`src/rtl/mpwm_pkg.sv`:
```
package mpwm_pkg;

    typedef enum logic [1:0] {
        ST_STRAP = 2'd0,
        ST_OFF   = 2'd1,
        ST_CLAMP = 2'd2,
        ST_RUN   = 2'd3
    } seq_state_e;

    localparam logic [1:0] MODE_OFF   = 2'b00;
    localparam logic [1:0] MODE_CLAMP = 2'b01;
    localparam logic [1:0] MODE_RUN   = 2'b10;

endpackage

```
`src/rtl/mpwm_phase_ctr.sv`:
```
module mpwm_phase_ctr #(
    parameter int PERIOD = 24,
    parameter int CNT_W  = $clog2(PERIOD)
) (
    input  logic             clk,
    input  logic             rst_n,
    output logic [CNT_W-1:0] cnt
);
    localparam logic [CNT_W-1:0] LAST = CNT_W'(PERIOD - 1);

    always_ff @(posedge clk or negedge rst_n) begin
        if (!rst_n) begin
            cnt <= '0;
        end else if (cnt == LAST) begin
            cnt <= '0;
        end else begin
            cnt <= cnt + 1'b1;
        end
    end
endmodule

```
`src/rtl/mpwm_strap.sv`:
```
module mpwm_strap #(
    parameter int NCH    = 4,
    parameter int PERIOD = 24,
    parameter int CNT_W  = $clog2(PERIOD)
) (
    input  logic             clk,
    input  logic             rst_n,
    input  logic             capture,
    input  logic [NCH-1:0]   pad_sense,
    output logic [NCH-1:0]   act_mask,
    output logic [CNT_W-1:0] spacing
);
    localparam logic [CNT_W-1:0] SP_FULL = CNT_W'(PERIOD / NCH);
    localparam logic [CNT_W-1:0] SP_M1   = CNT_W'(PERIOD / (NCH - 1));
    localparam logic [CNT_W-1:0] SP_M2   = CNT_W'(PERIOD / (NCH - 2));

    logic             top_tied;
    logic             two_tied;
    logic [NCH-1:0]   mask_d;
    logic [CNT_W-1:0] sp_d;

    assign top_tied = pad_sense[NCH-1];
    assign two_tied = pad_sense[NCH-1] & pad_sense[NCH-2];

    always_comb begin
        mask_d = '1;
        sp_d   = SP_FULL;
        if (two_tied) begin
            mask_d[NCH-1] = 1'b0;
            mask_d[NCH-2] = 1'b0;
            sp_d          = SP_M2;
        end else if (top_tied) begin
            mask_d[NCH-1] = 1'b0;
            sp_d          = SP_M1;
        end
    end

    always_ff @(posedge clk or negedge rst_n) begin
        if (!rst_n) begin
            act_mask <= '0;
            spacing  <= SP_FULL;
        end else if (capture) begin
            act_mask <= mask_d;
            spacing  <= sp_d;
        end
    end
endmodule

```
`src/rtl/mpwm_lane.sv`:
```
module mpwm_lane #(
    parameter int PERIOD = 24,
    parameter int CNT_W  = $clog2(PERIOD),
    parameter int TRIM_W = 5
) (
    input  logic              clk,
    input  logic              rst_n,
    input  logic [CNT_W-1:0]  cnt,
    input  logic [CNT_W-1:0]  offset,
    input  logic [CNT_W-1:0]  duty_cmd,
    input  logic [TRIM_W-1:0] trim,
    output logic              pulse,
    output logic              strobe
);
    localparam int SW = CNT_W + 2;
    localparam logic [CNT_W:0]         PER_X  = (CNT_W+1)'(PERIOD);
    localparam logic [CNT_W:0]         THIRD  = (CNT_W+1)'(PERIOD / 3);
    localparam logic signed [SW-1:0]   S_MAX  = SW'(PERIOD - 1);
    localparam logic [CNT_W-1:0]       D_MAX  = CNT_W'(PERIOD - 1);

    logic [CNT_W-1:0]     ph;
    logic signed [SW-1:0] sum;
    logic [CNT_W-1:0]     duty_sat;
    logic [CNT_W-1:0]     duty_q;
    logic [CNT_W-1:0]     duty_use;
    logic [CNT_W:0]       stb_pt;

    always_comb begin
        if (cnt >= offset) begin
            ph = cnt - offset;
        end else begin
            ph = CNT_W'({1'b0, cnt} + PER_X - {1'b0, offset});
        end
    end

    always_comb begin
        sum = $signed({2'b00, duty_cmd})
            + $signed({{(SW-TRIM_W){trim[TRIM_W-1]}}, trim});
        if (sum < 0) begin
            duty_sat = '0;
        end else if (sum > S_MAX) begin
            duty_sat = D_MAX;
        end else begin
            duty_sat = sum[CNT_W-1:0];
        end
    end

    always_ff @(posedge clk or negedge rst_n) begin
        if (!rst_n) begin
            duty_q <= '0;
        end else if (ph == '0) begin
            duty_q <= duty_sat;
        end
    end

    assign duty_use = (ph == '0) ? duty_sat : duty_q;
    assign stb_pt   = {1'b0, duty_use} + THIRD;
    assign pulse    = (ph < duty_use);
    assign strobe   = (duty_use != '0) && (stb_pt < PER_X)
                   && (ph == stb_pt[CNT_W-1:0]);
endmodule

```
`src/rtl/mpwm_interleave.sv`:
```
module mpwm_interleave
    import mpwm_pkg::*;
#(
    parameter int NCH    = 4,
    parameter int PERIOD = 24,
    parameter int TRIM_W = 5,
    parameter int CNT_W  = $clog2(PERIOD)
) (
    input  logic                  clk,
    input  logic                  rst_n,
    input  logic [1:0]            run_mode,
    input  logic [CNT_W-1:0]      duty_cmd,
    input  logic [NCH*TRIM_W-1:0] duty_trim,
    input  logic [NCH-1:0]        pad_sense,
    output logic [NCH-1:0]        pwm_out,
    output logic [NCH-1:0]        pwm_oe,
    output logic [NCH-1:0]        isamp_stb
);
    seq_state_e       state;
    seq_state_e       state_nx;
    logic [CNT_W-1:0] cnt;
    logic [CNT_W-1:0] spacing;
    logic [NCH-1:0]   act_mask;
    logic [NCH-1:0]   lane_pulse;
    logic [NCH-1:0]   lane_stb;

    mpwm_phase_ctr #(.PERIOD(PERIOD), .CNT_W(CNT_W)) u_ctr (
        .clk   (clk),
        .rst_n (rst_n),
        .cnt   (cnt)
    );

    mpwm_strap #(.NCH(NCH), .PERIOD(PERIOD), .CNT_W(CNT_W)) u_strap (
        .clk       (clk),
        .rst_n     (rst_n),
        .capture   (state == ST_STRAP),
        .pad_sense (pad_sense),
        .act_mask  (act_mask),
        .spacing   (spacing)
    );

    for (genvar k = 0; k < NCH; k++) begin : g_lane
        logic [CNT_W-1:0] lane_off;
        assign lane_off = CNT_W'(spacing * CNT_W'(k));

        mpwm_lane #(.PERIOD(PERIOD), .CNT_W(CNT_W), .TRIM_W(TRIM_W)) u_lane (
            .clk      (clk),
            .rst_n    (rst_n),
            .cnt      (cnt),
            .offset   (lane_off),
            .duty_cmd (duty_cmd),
            .trim     (duty_trim[k*TRIM_W +: TRIM_W]),
            .pulse    (lane_pulse[k]),
            .strobe   (lane_stb[k])
        );
    end

    always_ff @(posedge clk or negedge rst_n) begin
        if (!rst_n) begin
            state <= ST_STRAP;
        end else begin
            state <= state_nx;
        end
    end

    always_comb begin
        state_nx = ST_OFF;
        unique case (state)
            ST_STRAP: state_nx = ST_OFF;
            ST_OFF, ST_CLAMP, ST_RUN: begin
                if (run_mode == MODE_CLAMP) begin
                    state_nx = ST_CLAMP;
                end else if (run_mode == MODE_RUN) begin
                    state_nx = ST_RUN;
                end else begin
                    state_nx = ST_OFF;
                end
            end
        endcase
    end

    always_comb begin
        pwm_oe    = '0;
        pwm_out   = '0;
        isamp_stb = '0;
        unique case (state)
            ST_STRAP, ST_OFF: ;
            ST_CLAMP: pwm_oe = act_mask;
            ST_RUN: begin
                pwm_oe    = act_mask;
                pwm_out   = lane_pulse & act_mask;
                isamp_stb = lane_stb & act_mask;
            end
        endcase
    end
endmodule

```
`config.mk`:
```
export PLATFORM = sky130hd
export DESIGN_NAME = mpwm_interleave
export DESIGN_NICKNAME = d
export VERILOG_FILES = /design/src/rtl/mpwm_pkg.sv /design/src/rtl/mpwm_phase_ctr.sv /design/src/rtl/mpwm_strap.sv /design/src/rtl/mpwm_lane.sv /design/src/rtl/mpwm_interleave.sv
export SDC_FILE = /design/constraint.sdc
export NUM_CORES = 1
export LEC_CHECK = 0
export ABC_AREA = 1
export BUFFER_PORTS_ARGS = -buffer_cell sky130_fd_sc_hd__buf_4
export CAP_MARGIN = 40
export CELL_PAD_IN_SITES_DETAIL_PLACEMENT = 2
export CELL_PAD_IN_SITES_GLOBAL_PLACEMENT = 2
export CORE_MARGIN = 10
export CORE_UTILIZATION = 35
export CTS_BUF_LIST = sky130_fd_sc_hd__clkbuf_16
export CTS_CLUSTER_SIZE = 30
export DETAILED_ROUTE_END_ITERATION = 8
export GPL_TIMING_DRIVEN = 0
export PLACE_DENSITY = 0.87
export REMOVE_ABC_BUFFERS = 1
export SLEW_MARGIN = 25
export SYNTH_ARGS = -nofsm -noshare
export SYNTH_HDL_FRONTEND = slang
export SYNTH_SLANG_ARGS = --single-unit
export TNS_END_PERCENT = 5
```
`constraint.sdc`:
```
create_clock -name clk -period 6.4 [get_ports clk]
set_clock_uncertainty 0.05 [all_clocks]
set_input_delay 0.64 -clock clk [delete_from_list [all_inputs] [get_ports clk]]
set_output_delay 0.64 -clock clk [all_outputs]
set_load 0.005 [all_outputs]
```
# Word-level counts from Yosys, hierarchy flattened
# Cells that the tools add are included.
dict set report word_totals {
  register_bits 36
  output_inout_bits 12
  inputBits 33
  wordCells 105
}
dict set report classes {
  bitwise 3
  reduce_logical 19
  mux 28
  add_sub_neg 16
  n_mul 1
  n_lt_le_gt_ge 20
  n_eq_ne 10
}
# op n
set ops {}
lappend ops {{2-to-1 mux 5 bit} 18}
lappend ops {{subtractor 5 bit} 6}
lappend ops {{adder 6 x 5 -> 7 bit} 4}
lappend ops {{> comparator 7 x 6 -> 1 bit (second input constant)} 4}
lappend ops {{< comparator 7 x 1 -> 1 bit (second input constant)} 4}
lappend ops {{adder 5 x 4 -> 6 bit (second input constant)} 4}
lappend ops {{< comparator 6 x 5 -> 1 bit (second input constant)} 4}
lappend ops {{== test 5 bit} 4}
lappend ops {{zero test 5 bit} 4}
lappend ops {{< comparator 5 bit} 4}
lappend ops {{nonzero test 5 bit} 4}
lappend ops {{2-to-1 mux 4 bit} 4}
lappend ops {{>= comparator 5 bit} 3}
lappend ops {{AND 4 bit} 2}
lappend ops {{logical AND 1 bit} 8}
lappend ops {{== test 2 bit (second input constant)} 3}
lappend ops {{adder 5 x 1 -> 5 bit (second input constant)} 1}
lappend ops {{adder 5 bit (second input constant)} 1}
lappend ops {{== test 5 bit (second input constant)} 1}
lappend ops {{>= comparator 5 x 1 -> 1 bit (second input constant)} 1}
lappend ops {{multiplier 5 x 2 -> 5 bit (second input constant)} 1}
lappend ops {{== test 2 x 1 -> 1 bit (second input constant)} 2}
lappend ops {{2-to-1 mux 2 bit} 2}
lappend ops {{case mux 2 bit (2 select lines)} 1}
lappend ops {{other kinds (5)} 7}

# Longest topological paths before layout
# Gate-level depths: netlist of the first run.
dict set report depth {
  ltp_word 11
  depth_mapped 22
  mapped_depth_nobuf 22
}

# Cells and area by module
# From an unflattened synthesis of the first run, not the netlist that was laid out.
dict set report hier_totals {
  cells_unflattened 941
  area_unflattened_um2 6104.6
}
# mod cells_each instances seq_area_each_um2 area_each_um2
set by_module_without_submodules {}
lappend by_module_without_submodules {{mpwm_lane (g_lane[0].u_lane ...)} 209 3 125.1 1331.3}
lappend by_module_without_submodules {{mpwm_lane (g_lane[2].u_lane)} 210 1 125.1 1322.5}
lappend by_module_without_submodules {mpwm_interleave 56 1 50.0 317.8}
lappend by_module_without_submodules {mpwm_strap 28 1 152.6 262.8}
lappend by_module_without_submodules {mpwm_phase_ctr 20 1 125.1 207.7}

# Least setup slack after synthesis of the first run
# Ideal clock, no wire load.
dict set report synth_path {
  path_kind {register -> output}
  startpoint {register u_strap.spacing[2]}
  endpoint {output port isamp_stb[3]}
  n_path_buf 0
  required_ns 5.710
  stages_incl_launch_ff 20
  setup_slack_ns 2.628
  arrival_ns 3.082
  path_cell_list {dfstp_2 -> ha_1 -> fa_1 -> inv_1 -> ha_1 -> nor2_1 -> nand2_1 -> nand3_2 -> inv_2 -> nand2_2 -> nand3_1 -> nor2_4 -> nand2_4 -> o21ai_1 -> inv_1 -> ha_1 -> nand4_1 -> nor2_1 -> nand3_1 -> nor2_1}
}
dict set report synth_between {
  elab_chain_len 11
  elab_cells_between_ends 15
  cone_classes {add/sub: 3; mul: 1; order compare: 2; eq/ne: 1; mux: 3; bitwise: 1; reduce/logical: 4}
}
# element line_no
set synth_rtl {}
lappend synth_rtl {{start: declaration} mpwm_strap.sv:11} ;# output logic [CNT_W-1:0] spacing
lappend synth_rtl {{start signal: assignment} mpwm_strap.sv:44} ;# spacing <= sp_d;
lappend synth_rtl {{multiplier 5 x 2 -> 5 bit *} mpwm_interleave.sv:44} ;# assign lane_off = CNT_W'(spacing * CNT_W'(k));
lappend synth_rtl {{subtractor 5 bit, or another cell as far along} mpwm_lane.sv:32} ;# ph = CNT_W'({1'b0, cnt} + PER_X - {1'b0, offset});
lappend synth_rtl {{2-to-1 mux 5 bit *} mpwm_lane.sv:29} ;# if (cnt >= offset) begin
lappend synth_rtl {{zero test 5 bit} mpwm_lane.sv:56} ;# assign duty_use = (ph == '0) ? duty_sat : duty_q;
lappend synth_rtl {{2-to-1 mux 5 bit} mpwm_lane.sv:56}
lappend synth_rtl {{adder 5 x 4 -> 6 bit} mpwm_lane.sv:57} ;# assign stb_pt = {1'b0, duty_use} + THIRD;
lappend synth_rtl {{< comparator 6 x 5 -> 1 bit} mpwm_lane.sv:59} ;# assign strobe = (duty_use != '0) && (stb_pt < PER_X)
lappend synth_rtl {{logical AND 1 bit} mpwm_lane.sv:59}
lappend synth_rtl {{logical AND 1 bit *} mpwm_lane.sv:60} ;# && (ph == stb_pt[CNT_W-1:0]);
lappend synth_rtl {{AND 4 bit *} mpwm_interleave.sv:92} ;# isamp_stb = lane_stb & act_mask;
lappend synth_rtl {{2-to-1 mux 4 bit *} mpwm_interleave.sv:86} ;# unique case (state)
lappend synth_rtl {{end: declaration} mpwm_interleave.sv:17} ;# output logic [NCH-1:0] isamp_stb
# Mark *: on every way between the ends. The rest lies on a longest branch, timed or not.

# Worst setup path in the final report of the first run
dict set report layout_path {
  startpoint {register u_ctr.cnt[2]}
  endpoint {output port isamp_stb[2]}
}
dict set report layout_between {
  elab_chain_len 11
  elab_cells_between_ends 15
  cone_classes {add/sub: 4; order compare: 2; eq/ne: 1; mux: 3; bitwise: 1; reduce/logical: 4}
}
# element line_no
set layout_rtl {}
lappend layout_rtl {{start: declaration} mpwm_phase_ctr.sv:7} ;# output logic [CNT_W-1:0] cnt
lappend layout_rtl {{start signal: assignment} mpwm_phase_ctr.sv:17} ;# cnt <= cnt + 1'b1;
lappend layout_rtl {{adder 5 bit} mpwm_lane.sv:32}
lappend layout_rtl {{subtractor 5 bit} mpwm_lane.sv:32}
lappend layout_rtl {{2-to-1 mux 5 bit *} mpwm_lane.sv:29}
lappend layout_rtl {{zero test 5 bit} mpwm_lane.sv:56}
lappend layout_rtl {{2-to-1 mux 5 bit} -}
lappend layout_rtl {{adder 5 x 4 -> 6 bit} mpwm_lane.sv:57}
lappend layout_rtl {{< comparator 6 x 5 -> 1 bit} mpwm_lane.sv:59}
lappend layout_rtl {{logical AND 1 bit} mpwm_lane.sv:59}
lappend layout_rtl {{logical AND 1 bit *} mpwm_lane.sv:60}
lappend layout_rtl {{AND 4 bit *} mpwm_interleave.sv:92}
lappend layout_rtl {{2-to-1 mux 4 bit *} mpwm_interleave.sv:86}
# Marked as above.

==> flow_metrics.py, run 1 <==
metrics = {
    "run_status": {
        "run_status": "completed",
    },
    "global_routing": {
        "grt_max_degree": 34,
        "overflow": 0,
        "grt_pass1_vias": 4743,
        "grt_pass1_wl_um": 23300,
        "grtUsageTotal_pct": 17.0,
        "antenna_found_initial": 0,
    },
    "clock_network": {
        "clk_latency_ns": 0.28,
        "root_buffer": "clkbuf_16",
        "cts_tree": "yes",
        "ctsResizeCount": 0,
        "hold_buffers": 0,
        "h-tree-depth": 2,
        "clock_path_buffers": 2,
        "cts_sinks": 33,
        "clk_pin_slew_ns": 0.06,
        "post-cts-setup-buffer-count": 0,
        "cts_buffers": 5,
    },
    "drt": {
        "drc": 0,
        "routedWlPerCell_um": 17.2,
        "via_count": 4006,
        "vias_per_cell": 5.13,
        "ant_nets": 0,
        "first_iter_violations": 116,
        "drt_pre_antenna_iters": 4,
        "finalWirelength_um": 13400,
    },
    "worst_setup_path": {
        "cpMaxStageDelayCell": "dfrtp_1",
        "end_kind": "output port",
        "crit_buf_inv": 3,
        "start_kind": "flop",
        "cp.depth": 19,
        "cp_top_family": "simple AND/OR/NAND/NOR gates",
        "cp.required_ns": 5.71,
        "critPathKind": "flop to output port",
        "crit_chain": "inv_1 > ha_1 > fa_1 > xnor2_1 > xnor2_1 > o21ai_2 > nor2_4 > nand2_2 > nor2_1 > a21oi_2 > ha_1 > inv_1 > nand2_1 > nor4_1 > nand3_1 > a21oi_1 > nand4_1 > nor2_1 > buf_4",
        "ff2ff_setup_slack_ns": 3.43,
        "cp.arrival_ns": 4.09,
        "reg2reg_depth": 14,
        "max_stage_delay_ns": 0.57,
        "timing.rr.start": "u_strap.spacing[2]$_DFFE_PN1N_",
        "cp_max_fo": 8,
        "rr_endpoint": "g_lane[3].u_lane.duty_q[0]$_DFF_PN0_",
    },
    "synthesis": {
        "synth_area_leaders": "ha_1 (20%), dfrtp_1 (19%), nand2_1 (14%), inv_1 (10%), nand3_1 (5.9%)",
        "ys_top_cells_by_count": "nand2_1 (147), inv_1 (108), ha_1 (64), nand3_1 (48), nor2_1 (43)",
        "ys_warn_count": 0,
        "yosys.cell_count.top_type": "nand2_1",
        "yosys.area.top_type": "ha_1",
        "syn_area_um2": 4050,
        "ys_types": 39,
        "yosysSeqAreaShare_pct": 20.5,
        "synthArstFlopShare_pct": 100,
        "synth-seq-cells": 33,
        "yosys.area.top_type_share_pct": 19.8,
        "synth_edf_count": 0,
        "synth-main-ff-cell": "dfrtp_1",
        "syn_area_per_cell_um2": 6.87,
        "synthCells": 589,
    },
    "floorplanning": {
        "ios": 45,
        "die_w_um": 128,
        "die_area_um2": 16300,
        "fp.coreArea_um2": 11400,
        "die_height_um": 128,
        "initial_core_util_pct": 35.6,
        "rows": 39,
    },
    "placement": {
        "io_buffers": 42,
        "gp_congestion": 0.829,
        "hpwl_um": 11200,
    },
    "pwr": {
        "p_int_w": 0.000722,
        "p_switching_w": 0.000650,
        "ir_worst_vdd_uv": 146,
        "swShare_pct": 47.4,
        "p_leak_nw": 2.67,
        "power_frac_seq_pct": 21.6,
        "p_per_area_nw_per_um2": 293,
        "combPwrFrac_pct": 60.8,
        "pwr-share-clk_pct": 17.6,
    },
    "timing": {
        "slew_viol_final": 0,
        "relSlewSlack_pct": 59.5,
        "fin_crit_ns": 4.78,
        "min_period_over_period_pct": 74.6,
        "fmax_mhz": 209,
        "tightest_slew_ns": 0.592,
        "hold_viol": 0,
        "rsz0062_at_grt": "false",
        "tns_ns": 0,
        "setup_viol": 0,
        "whs_ns": 0.271,
    },
    "finish": {
        "antenna_cells": 0,
        "drive_gt1_share_pct": 13.5,
        "nFillCells": 1387,
        "fin_nets": 742,
        "multi_input_area_um2": 2780,
        "seqCellArea_um2": 828,
        "syn2layout_area_growth_pct": 15.6,
    },
    "job": {
        "cap_violations": 0,
    },
    "worst_hold_path": {
        "min_path_type": "input port to asynchronous set/reset pin",
    },
}
[per-stage QoR]
step	cells	util (%)	area, um2	setup slack [ns]	total power (W)
after detailed placement	773	39.9	4530	1.71	0.00114
after CTS	781	41.1	4680	1.54	0.00139
after global placement	773	39.9	4530	1.96	0.00105
final	781	41.1	4680	1.62	0.00137
after floorplan	588	-	4040	2.63	0.000879
after global routing	781	41.1	4680	1.25	0.00153
[sequential cells by signal (all words and copies together), names as in the netlist]
signal and count:
g_lane.u_lane.duty_q 20, u_ctr.cnt 5, u_strap.act_mask 3, u_strap.spacing 3
state 2
[layout make-up]
cell class	instances	share of cell area (%)
multi-input combinational	439	59.4
sequential	33	17.7
inverter	116	9.31
timing repair buffer	42	6.74
tap	143	3.83
clock buffer	5	2.68
clock inverter	3	0.375
[worst max path at each step]
stage | startpoint | slack (ns) | endpoint
after floorplan | u_strap.spacing[2]$_DFFE_PN1N_ | 2.63 | isamp_stb[3]
after global placement | duty_cmd[0] | 1.96 | pwm_out[0]
after detailed placement | duty_cmd[0] | 1.71 | pwm_out[0]
after CTS | u_ctr.cnt[2]$_DFF_PN0_ | 1.54 | isamp_stb[2]
after global routing | u_ctr.cnt[2]$_DFF_PN0_ | 1.25 | isamp_stb[2]
final | u_ctr.cnt[2]$_DFF_PN0_ | 1.62 | isamp_stb[2]
[power by group through the flow]
| stage | Clock [W] | Sequential [W] | Combinational [W] |
|---|---|---|---|
| 2_1_floorplan | 0 | 0.000291 | 0.000588 |
| 3_3_place_gp | 0 | 0.000296 | 0.000757 |
| 3_5_place_dp | 0 | 0.000301 | 0.000835 |
| 4_1_cts | 0.000244 | 0.000298 | 0.000851 |
| 5_1_grt | 0.000254 | 0.000304 | 0.000976 |
| 6_report | 0.000241 | 0.000296 | 0.000835 |
[cell usage in the layout, fill, tap and decap left out, types with 9 or more instances in the layout]
master	instances
nand2_1	147
inv_1	108
ha_1	64
nand3_1	48
nor2_1	43
buf_4	42
dfrtp_1	31
a21oi_1	30
nand4_1	18
o21ai_0	14
nand2_2	13
xor2_1	10
xnor2_1	9
[cell families (layout without fill, tap and decap cells)]
| family | Yosys count | count (layout) | synth area share (%) |
|---|---|---|---|
| buf+inv | 117 | 166 | 10.9 |
| xor+xnor | 19 | 19 | 4.11 |
| compound gates | 61 | 61 | 8.66 |
| flops | 33 | 33 | 20.5 |
| fa+ha+maj | 72 | 72 | 23.7 |
| simple gates | 287 | 287 | 32.1 |
[layer usage]
layer | vias to the layer above | GRT usage [%] | share of wire [%]
met4 | 0 | 1.94 | 0.55
met1 | 1989 | 19.8 | 43
li1 | 1974 | - | -
met2 | 37 | 33.0 | 55
met5 | - | 0 | 0
met3 | 6 | 2.11 | 1.8
No activity file was read; power rests on OpenSTA's default activity.
==> run 2: changes to the inputs <==
--- a/config.mk
+++ b/config.mk
@@ -11,12 +11,12 @@
 export CELL_PAD_IN_SITES_DETAIL_PLACEMENT = 2
 export CELL_PAD_IN_SITES_GLOBAL_PLACEMENT = 2
 export CORE_MARGIN = 10
-export CORE_UTILIZATION = 35
+export CORE_UTILIZATION = 34
 export CTS_BUF_LIST = sky130_fd_sc_hd__clkbuf_16
 export CTS_CLUSTER_SIZE = 30
 export DETAILED_ROUTE_END_ITERATION = 8
 export GPL_TIMING_DRIVEN = 0
-export PLACE_DENSITY = 0.87
+export PLACE_DENSITY = 0.85
 export REMOVE_ABC_BUFFERS = 1
 export SLEW_MARGIN = 25
 export SYNTH_ARGS = -nofsm -noshare
==> constraint.sdc (replaced) <==
create_clock -name clk -period 4.4 [get_ports clk]
set_clock_uncertainty 0.05 [all_clocks]
set_input_delay 0.44 -clock clk [delete_from_list [all_inputs] [get_ports clk]]
set_output_delay 0.44 -clock clk [all_outputs]
set_load 0.005 [all_outputs]
==> flow_metrics.py, run 2 (synthesis gave the netlist of run 1 again) <==
metrics = {
    "pwr": {
        "total_power_w": 0.00219,
        "ir_worst_vdd_uv": 186,
        "p_per_area_nw_per_um2": 440,
        "p_leak_nw": 2.79,
    },
    "run_status": {
        "violations": "negative setup slack",
        "run_status": "finished with violations",
    },
    "worst_setup_path": {
        "cp_max_fo": 7,
        "end_kind": "output port",
        "max_stage_delay_ns": 0.60,
        "cp.arrival_ns": 3.93,
        "crit_chain": "clkinvlp_4 > buf_4 > ha_4 > nor2_1 > nand4_1 > nand3_2 > nand3b_1 > nor2_4 > nand3_1 > o21ai_1 > inv_1 > ha_1 > nand2_1 > nor4_2 > nand3_1 > a21oi_2 > nand4_1 > nor2_1 > buf_4",
        "reg2reg_depth": 16,
        "start_kind": "flop",
        "cp_top_family": "simple AND/OR/NAND/NOR gates",
        "crit_buf_inv": 4,
        "cp.depth": 19,
        "cpMaxStageDelayCell": "dfstp_2",
        "critPathKind": "flop to output port",
        "cp.required_ns": 3.91,
    },
    "clock_network": {
        "clk_pin_slew_ns": 0.06,
        "clk_latency_ns": 0.29,
        "clock_path_buffers": 2,
        "hold_buffers": 0,
        "cts_sinks": 33,
        "cts_buffers": 5,
        "root_buffer": "clkbuf_16",
        "cts_tree": "yes",
        "h-tree-depth": 2,
    },
    "floorplanning": {
        "die_height_um": 129,
        "initial_core_util_pct": 35.1,
        "die_w_um": 129,
        "ios": 45,
        "fp.coreArea_um2": 11500,
        "die_area_um2": 16700,
        "rows": 39,
    },
    "global_routing": {
        "overflow": 0,
        "grtUsageTotal_pct": 16.8,
        "grt_pass1_wl_um": 23000,
        "grt_max_degree": 34,
        "grt_pass1_vias": 4752,
        "antenna_found_initial": 0,
    },
    "timing": {
        "setup_ws_ns": -0.0196,
        "min_period_over_period_pct": 100,
        "fin_crit_ns": 4.42,
        "hold_viol": 0,
        "rsz0062_at_grt": "true",
        "whs_ns": 0.0564,
        "slew_viol_final": 0,
        "setup_viol": 1,
        "fmax_mhz": 226,
        "tightest_slew_ns": 0.560,
        "relSlewSlack_pct": 62.6,
    },
    "worst_hold_path": {
        "min_path_type": "input port to asynchronous set/reset pin",
    },
    "drt": {
        "via_count": 4129,
        "drc": 0,
        "finalWirelength_um": 14800,
        "met1_length_um": 6080,
        "wl_met2_um": 8050,
        "met3WireLength_um": 436,
        "first_iter_violations": 132,
        "drt_pre_antenna_iters": 4,
        "routedWlPerCell_um": 18.4,
        "vias_per_cell": 5.15,
        "dr.max_layer_used": "met4",
        "ant_nets": 0,
    },
    "finish": {
        "layout_commonest_cell": "nand2_1",
        "top_register": "g_lane.u_lane.duty_q",
        "layout_common_cells": "nand2_1 (142), inv_1 (105), buf_4 (62), ha_1 (61), nand3_1 (45)",
        "antenna_cells": 0,
        "drive_gt1_share_pct": 20.8,
        "fin_nets": 762,
        "largest_reg_flops": 20,
        "syn2layout_area_growth_pct": 22.9,
        "reg_top3": "g_lane.u_lane.duty_q: 20 flops, u_ctr.cnt: 5 flops",
    },
    "placement": {
        "gp_congestion": 0.833,
        "io_buffers": 42,
        "hpwl_um": 11000,
    },
    "job": {
        "cap_violations": 0,
    },
}
[run 2: stage by stage]
| stage | instance area, um2 | std cells | util [%] | setup WS (ns) | TNS (ns) |
|---|---|---|---|---|---|
| floorplan | 4040 | 588 | - | 0.828 | 0 |
| global placement | 4530 | 773 | 39.4 | 0.351 | 0 |
| detailed placement | 4530 | 773 | 39.4 | 0.136 | 0 |
| CTS | 4740 | 784 | 41.2 | -0.0618 | -0.0618 |
| global route | 4970 | 801 | 43.2 | -0.275 | -0.683 |
| finish | 4970 | 801 | 43.2 | -0.0196 | -0.0196 |
[run 2: final timing paths]
kind | startpoint | to | slack [ns]
min in group clk | pad_sense[2] | u_strap.act_mask[2]$_DFFE_PN0N_ | 0.28
max in group asynchronous | rst_n | u_strap.spacing[3]$_DFFE_PN0N_ | 3.87
max | u_strap.spacing[2]$_DFFE_PN1N_ | isamp_stb[2] | -0.02
max reg2reg | u_strap.spacing[2]$_DFFE_PN1N_ | g_lane[3].u_lane.duty_q[3]$_DFF_PN0_ | 1.51
min reg2reg | u_strap.act_mask[1]$_DFFE_PN0N_ | u_strap.act_mask[1]$_DFFE_PN0N_ | 0.42
min | rst_n | g_lane[3].u_lane.duty_q[0]$_DFF_PN0_ | 0.06
[run 2: worst reg2reg max path: stages, from the launching register on]
cell and delay, ns:
dfstp_2 0.60, ha_1 0.19, fa_1 0.43, inv_2 0.10
ha_2 0.31, nor2_2 0.13, nand2_1 0.07, nand3_2 0.11
inv_2 0.05, nand2_2 0.09, nand3_2 0.09, nor2_4 0.12
nand2_4 0.10, buf_4 0.17, nand2_1 0.08, nand2_1 0.08
inv_1 0.06
[run 2: repair_timing]
item / 4_1_cts / 5_1_grt
resized for setup: 8 / 29
setup buffers: 3 / 17
pin swaps: 0 / 15
setup endpoints to repair: 3 / 6
[run 2: final cells by class]
| type | instances | area [um2] |
|---|---|---|
| Clock inverter | 3 | 38.8 |
| Timing Repair Buffer | 62 | 465 |
| Tap cell | 143 | 179 |
| Multi-Input combinational cell | 439 | 2890 |
| Sequential cell | 33 | 835 |
| Fill cell | 1368 | 6540 |
| Clock buffer | 5 | 125 |
| Inverter | 116 | 443 |
[run 2: power by group]
group	switching (W)	leakage, nW	internal, W	total [W]
Clock	0.000151	0.0850	0.000264	0.000415
Sequential	0.0000418	0.385	0.000393	0.000434
Combinational	0.000839	2.32	0.000501	0.00134
[run 2: per-layer routing]
layer / track usage, % / vias to the layer above
met5: 0 / -
met4: 2.68 / 0
met3: 2.73 / 17
met2: 33.0 / 45
met1: 18.8 / 2048
li1: - / 2019
==> run 3: changes to the inputs <==
--- a/config.mk
+++ b/config.mk
@@ -5,18 +5,17 @@
 export SDC_FILE = /design/constraint.sdc
 export NUM_CORES = 1
 export LEC_CHECK = 0
-export ABC_AREA = 1
 export BUFFER_PORTS_ARGS = -buffer_cell sky130_fd_sc_hd__buf_4
 export CAP_MARGIN = 40
 export CELL_PAD_IN_SITES_DETAIL_PLACEMENT = 2
 export CELL_PAD_IN_SITES_GLOBAL_PLACEMENT = 2
 export CORE_MARGIN = 10
-export CORE_UTILIZATION = 34
+export CORE_UTILIZATION = 37
 export CTS_BUF_LIST = sky130_fd_sc_hd__clkbuf_16
 export CTS_CLUSTER_SIZE = 30
 export DETAILED_ROUTE_END_ITERATION = 8
 export GPL_TIMING_DRIVEN = 0
-export PLACE_DENSITY = 0.85
+export PLACE_DENSITY = 0.84
 export REMOVE_ABC_BUFFERS = 1
 export SLEW_MARGIN = 25
 export SYNTH_ARGS = -nofsm -noshare
==> flow_metrics.py, run 3 <==
metrics = {
    "run_status": {
        "run_status": "finished with violations",
        "violations": "negative setup slack",
    },
    "timing": {
        "setup_ws_ns": -0.114,
        "tightest_slew_ns": 0.694,
        "setup_viol": 7,
        "fmax_mhz": 222,
        "min_period_over_period_pct": 103,
        "whs_ns": 0.0547,
        "hold_viol": 0,
        "rsz0062_at_grt": "true",
        "fin_crit_ns": 4.51,
        "relSlewSlack_pct": 53.7,
        "slew_viol_final": 0,
    },
    "worst_setup_path": {
        "start_kind": "flop",
        "cp_top_family": "simple AND/OR/NAND/NOR gates",
        "crit_buf_inv": 4,
        "cp.arrival_ns": 4.02,
        "reg2reg_depth": 13,
        "cp.required_ns": 3.91,
        "rr_endpoint": "g_lane[3].u_lane.duty_q[2]$_DFF_PN0_",
        "crit_chain": "ha_4 > inv_4 > fa_2 > xor2_1 > a21o_1 > or4b_4 > mux2i_4 > buf_12 > mux2_4 > inv_4 > ha_4 > xnor2_2 > nor4_2 > o311a_1 > buf_4",
        "end_kind": "output port",
        "max_stage_delay_ns": 0.60,
        "ff2ff_setup_slack_ns": 1.19,
        "critPathKind": "flop to output port",
        "cpMaxStageDelayCell": "dfstp_2",
        "timing.rr.start": "u_strap.spacing[1]$_DFFE_PN1N_",
        "cp_max_fo": 4,
    },
    "synthesis": {
        "synth-seq-cells": 33,
        "ys_types": 69,
        "synthArstFlopShare_pct": 100,
        "synthCells": 434,
        "synth_compound_area_share_pct": 19.3,
        "synth_top_family_by_area": "adder cells",
        "ys_warn_count": 0,
        "synth-adder-area-share_pct": 24.8,
        "syn_area_um2": 3910,
        "synth_edf_count": 0,
        "yosys.area.top_type_share_pct": 20.5,
        "yosys.area.top_type": "ha_1",
        "yosys.cell_count.top_type": "ha_1",
        "synth_xor_area_share_pct": 7.81,
        "synth_area_leaders": "ha_1 (20%), dfrtp_1 (20%), inv_1 (5.0%), fa_1 (4.1%), xor2_1 (3.8%)",
        "syn_area_per_cell_um2": 9.01,
        "ys_top_cells_by_count": "ha_1 (64), inv_1 (52), dfrtp_1 (31), nor2_1 (25), o21ai_0 (21)",
        "synth-simple-area-share_pct": 16.0,
        "yosysSeqAreaShare_pct": 21.2,
        "synth-main-ff-cell": "dfrtp_1",
        "synth_mux_area_share_pct": 5.15,
    },
    "pwr": {
        "p_per_area_nw_per_um2": 490,
        "pwr-share-clk_pct": 13.5,
        "swShare_pct": 44.3,
        "p_int_w": 0.00143,
        "ir_worst_vdd_uv": 217,
        "power_frac_seq_pct": 17.5,
        "p_leak_nw": 2.40,
        "p_switching_w": 0.00114,
        "combPwrFrac_pct": 69.0,
    },
    "floorplanning": {
        "die_w_um": 123,
        "die_area_um2": 15100,
        "fp.coreArea_um2": 10300,
        "initial_core_util_pct": 37.9,
        "rows": 37,
        "die_height_um": 123,
        "ios": 45,
    },
    "placement": {
        "io_buffers": 42,
        "pre_cts_ws_ns": -0.280,
        "gp_congestion": 0.876,
        "hpwl_um": 9850,
    },
    "drt": {
        "via_count": 3827,
        "finalWirelength_um": 16600,
        "vias_per_cell": 5.84,
        "drc": 0,
        "drt_pre_antenna_iters": 4,
        "routedWlPerCell_um": 25.4,
        "first_iter_violations": 209,
        "ant_nets": 0,
    },
    "clock_network": {
        "clk_pin_slew_ns": 0.06,
        "root_buffer": "clkbuf_16",
        "cts_tree": "yes",
        "h-tree-depth": 2,
        "hold_buffers": 0,
        "cts_buffers": 5,
        "clock_path_buffers": 2,
        "cts_sinks": 33,
        "clk_latency_ns": 0.28,
    },
    "global_routing": {
        "grt_pass1_vias": 4319,
        "antenna_found_initial": 0,
        "use_met2_pct": 37.0,
        "overflow": 0,
        "grt.busiest_layer": "met2",
        "use_met3_pct": 2.43,
        "met1_usage_pct": 20.5,
        "grt_pass1_wl_um": 22700,
        "grtUsageTotal_pct": 18.9,
        "grt_max_degree": 34,
    },
    "finish": {
        "antenna_cells": 0,
        "reg_top3": "g_lane.u_lane.duty_q: 20 flops, u_ctr.cnt: 5 flops",
        "layout_commonest_cell": "buf_4",
        "drive_gt1_share_pct": 32.8,
        "fin_nets": 624,
        "largest_reg_flops": 20,
        "top_register": "g_lane.u_lane.duty_q",
        "nFillCells": 1090,
        "syn2layout_area_growth_pct": 34.0,
        "layout_common_cells": "buf_4 (77), ha_1 (52), inv_1 (43), dfrtp_1 (26), nor2_1 (25)",
    },
    "worst_hold_path": {
        "min_path_type": "input port to asynchronous set/reset pin",
    },
    "job": {
        "cap_violations": 0,
    },
}
[run 3: cell types whose count changed after synthesis, moves of 8 or more]
cell / change
nand2_2: -13
a21oi_1: -12
nand3_1: -40
nand2b_1: +8
inv_1: -56
nand4_1: -15
nand2_1: -131
inv_2: -8
a21o_1: +8
mux2i_1: +10
nor2_1: -18
and2_1: +8
[run 3: worst max-delay path by stage]
stage	start	endpoint	cells after the start
floorplan	u_strap.spacing[1]$_DFFE_PN1N_	isamp_stb[1]	13
global placement	u_strap.spacing[2]$_DFFE_PN1N_	pwm_out[3]	16
detailed placement	u_strap.spacing[1]$_DFFE_PN1N_	pwm_out[3]	16
CTS	u_strap.spacing[1]$_DFFE_PN1N_	isamp_stb[1]	15
global route	u_strap.spacing[1]$_DFFE_PN1N_	isamp_stb[2]	15
finish	u_strap.spacing[1]$_DFFE_PN1N_	isamp_stb[1]	15
[run 3: kinds of logic after synthesis]
kind of cell / after synthesis
simple gates: 111
compound gates: 108
fa+ha+maj: 73
buf+inv: 57
xor+xnor: 34
flops: 33
mux: 18
[run 3: power by group through the flow]
stage	clock network, W	logic [W]	registers [W]
finish	0.000347	0.00177	0.000449
CTS	0.000341	0.00136	0.000444
detailed placement	0	0.00115	0.000445
global placement	0	0.00106	0.000438
global route	0.000360	0.00192	0.000458
floorplan	0	0.000821	0.000425
[run 3: timing repair]
item,CTS,global route
gates resized for setup,44,47
setup buffers,21,21
setup endpoints to repair,8,7
pin swaps,16,33
[run 3: stage by stage]
step                power (W)  util [%]  std cells  area [um2]  TNS, ns
floorplan             0.00125         -        429        3880        0
global placement      0.00150      42.3        607        4360   -0.386
detailed placement    0.00159      42.3        607        4360   -0.983
CTS                   0.00215      47.3        634        4880   -0.201
global route          0.00273      50.7        655        5240    -1.70
finish                0.00257      50.7        655        5240   -0.470
[run 3: area by class of cell]
class | count | area, um2 | share of cell area [%]
clock inverters | 2 | 11.3 | 0.215
repair buffers | 83 | 654 | 12.5
flip-flops and latches | 33 | 835 | 15.9
well taps | 136 | 170 | 3.25
inverters | 52 | 214 | 4.09
clock buffers | 5 | 125 | 2.39
multi-input cells | 344 | 3230 | 61.6
[run 3: metal layers]
layer | wire length [um] | share of wire (%)
met1 | 6350 | 38
met2 | 9040 | 54
met3 | 512 | 3.1
met5 | 0 | 0
met4 | 726 | 4.4
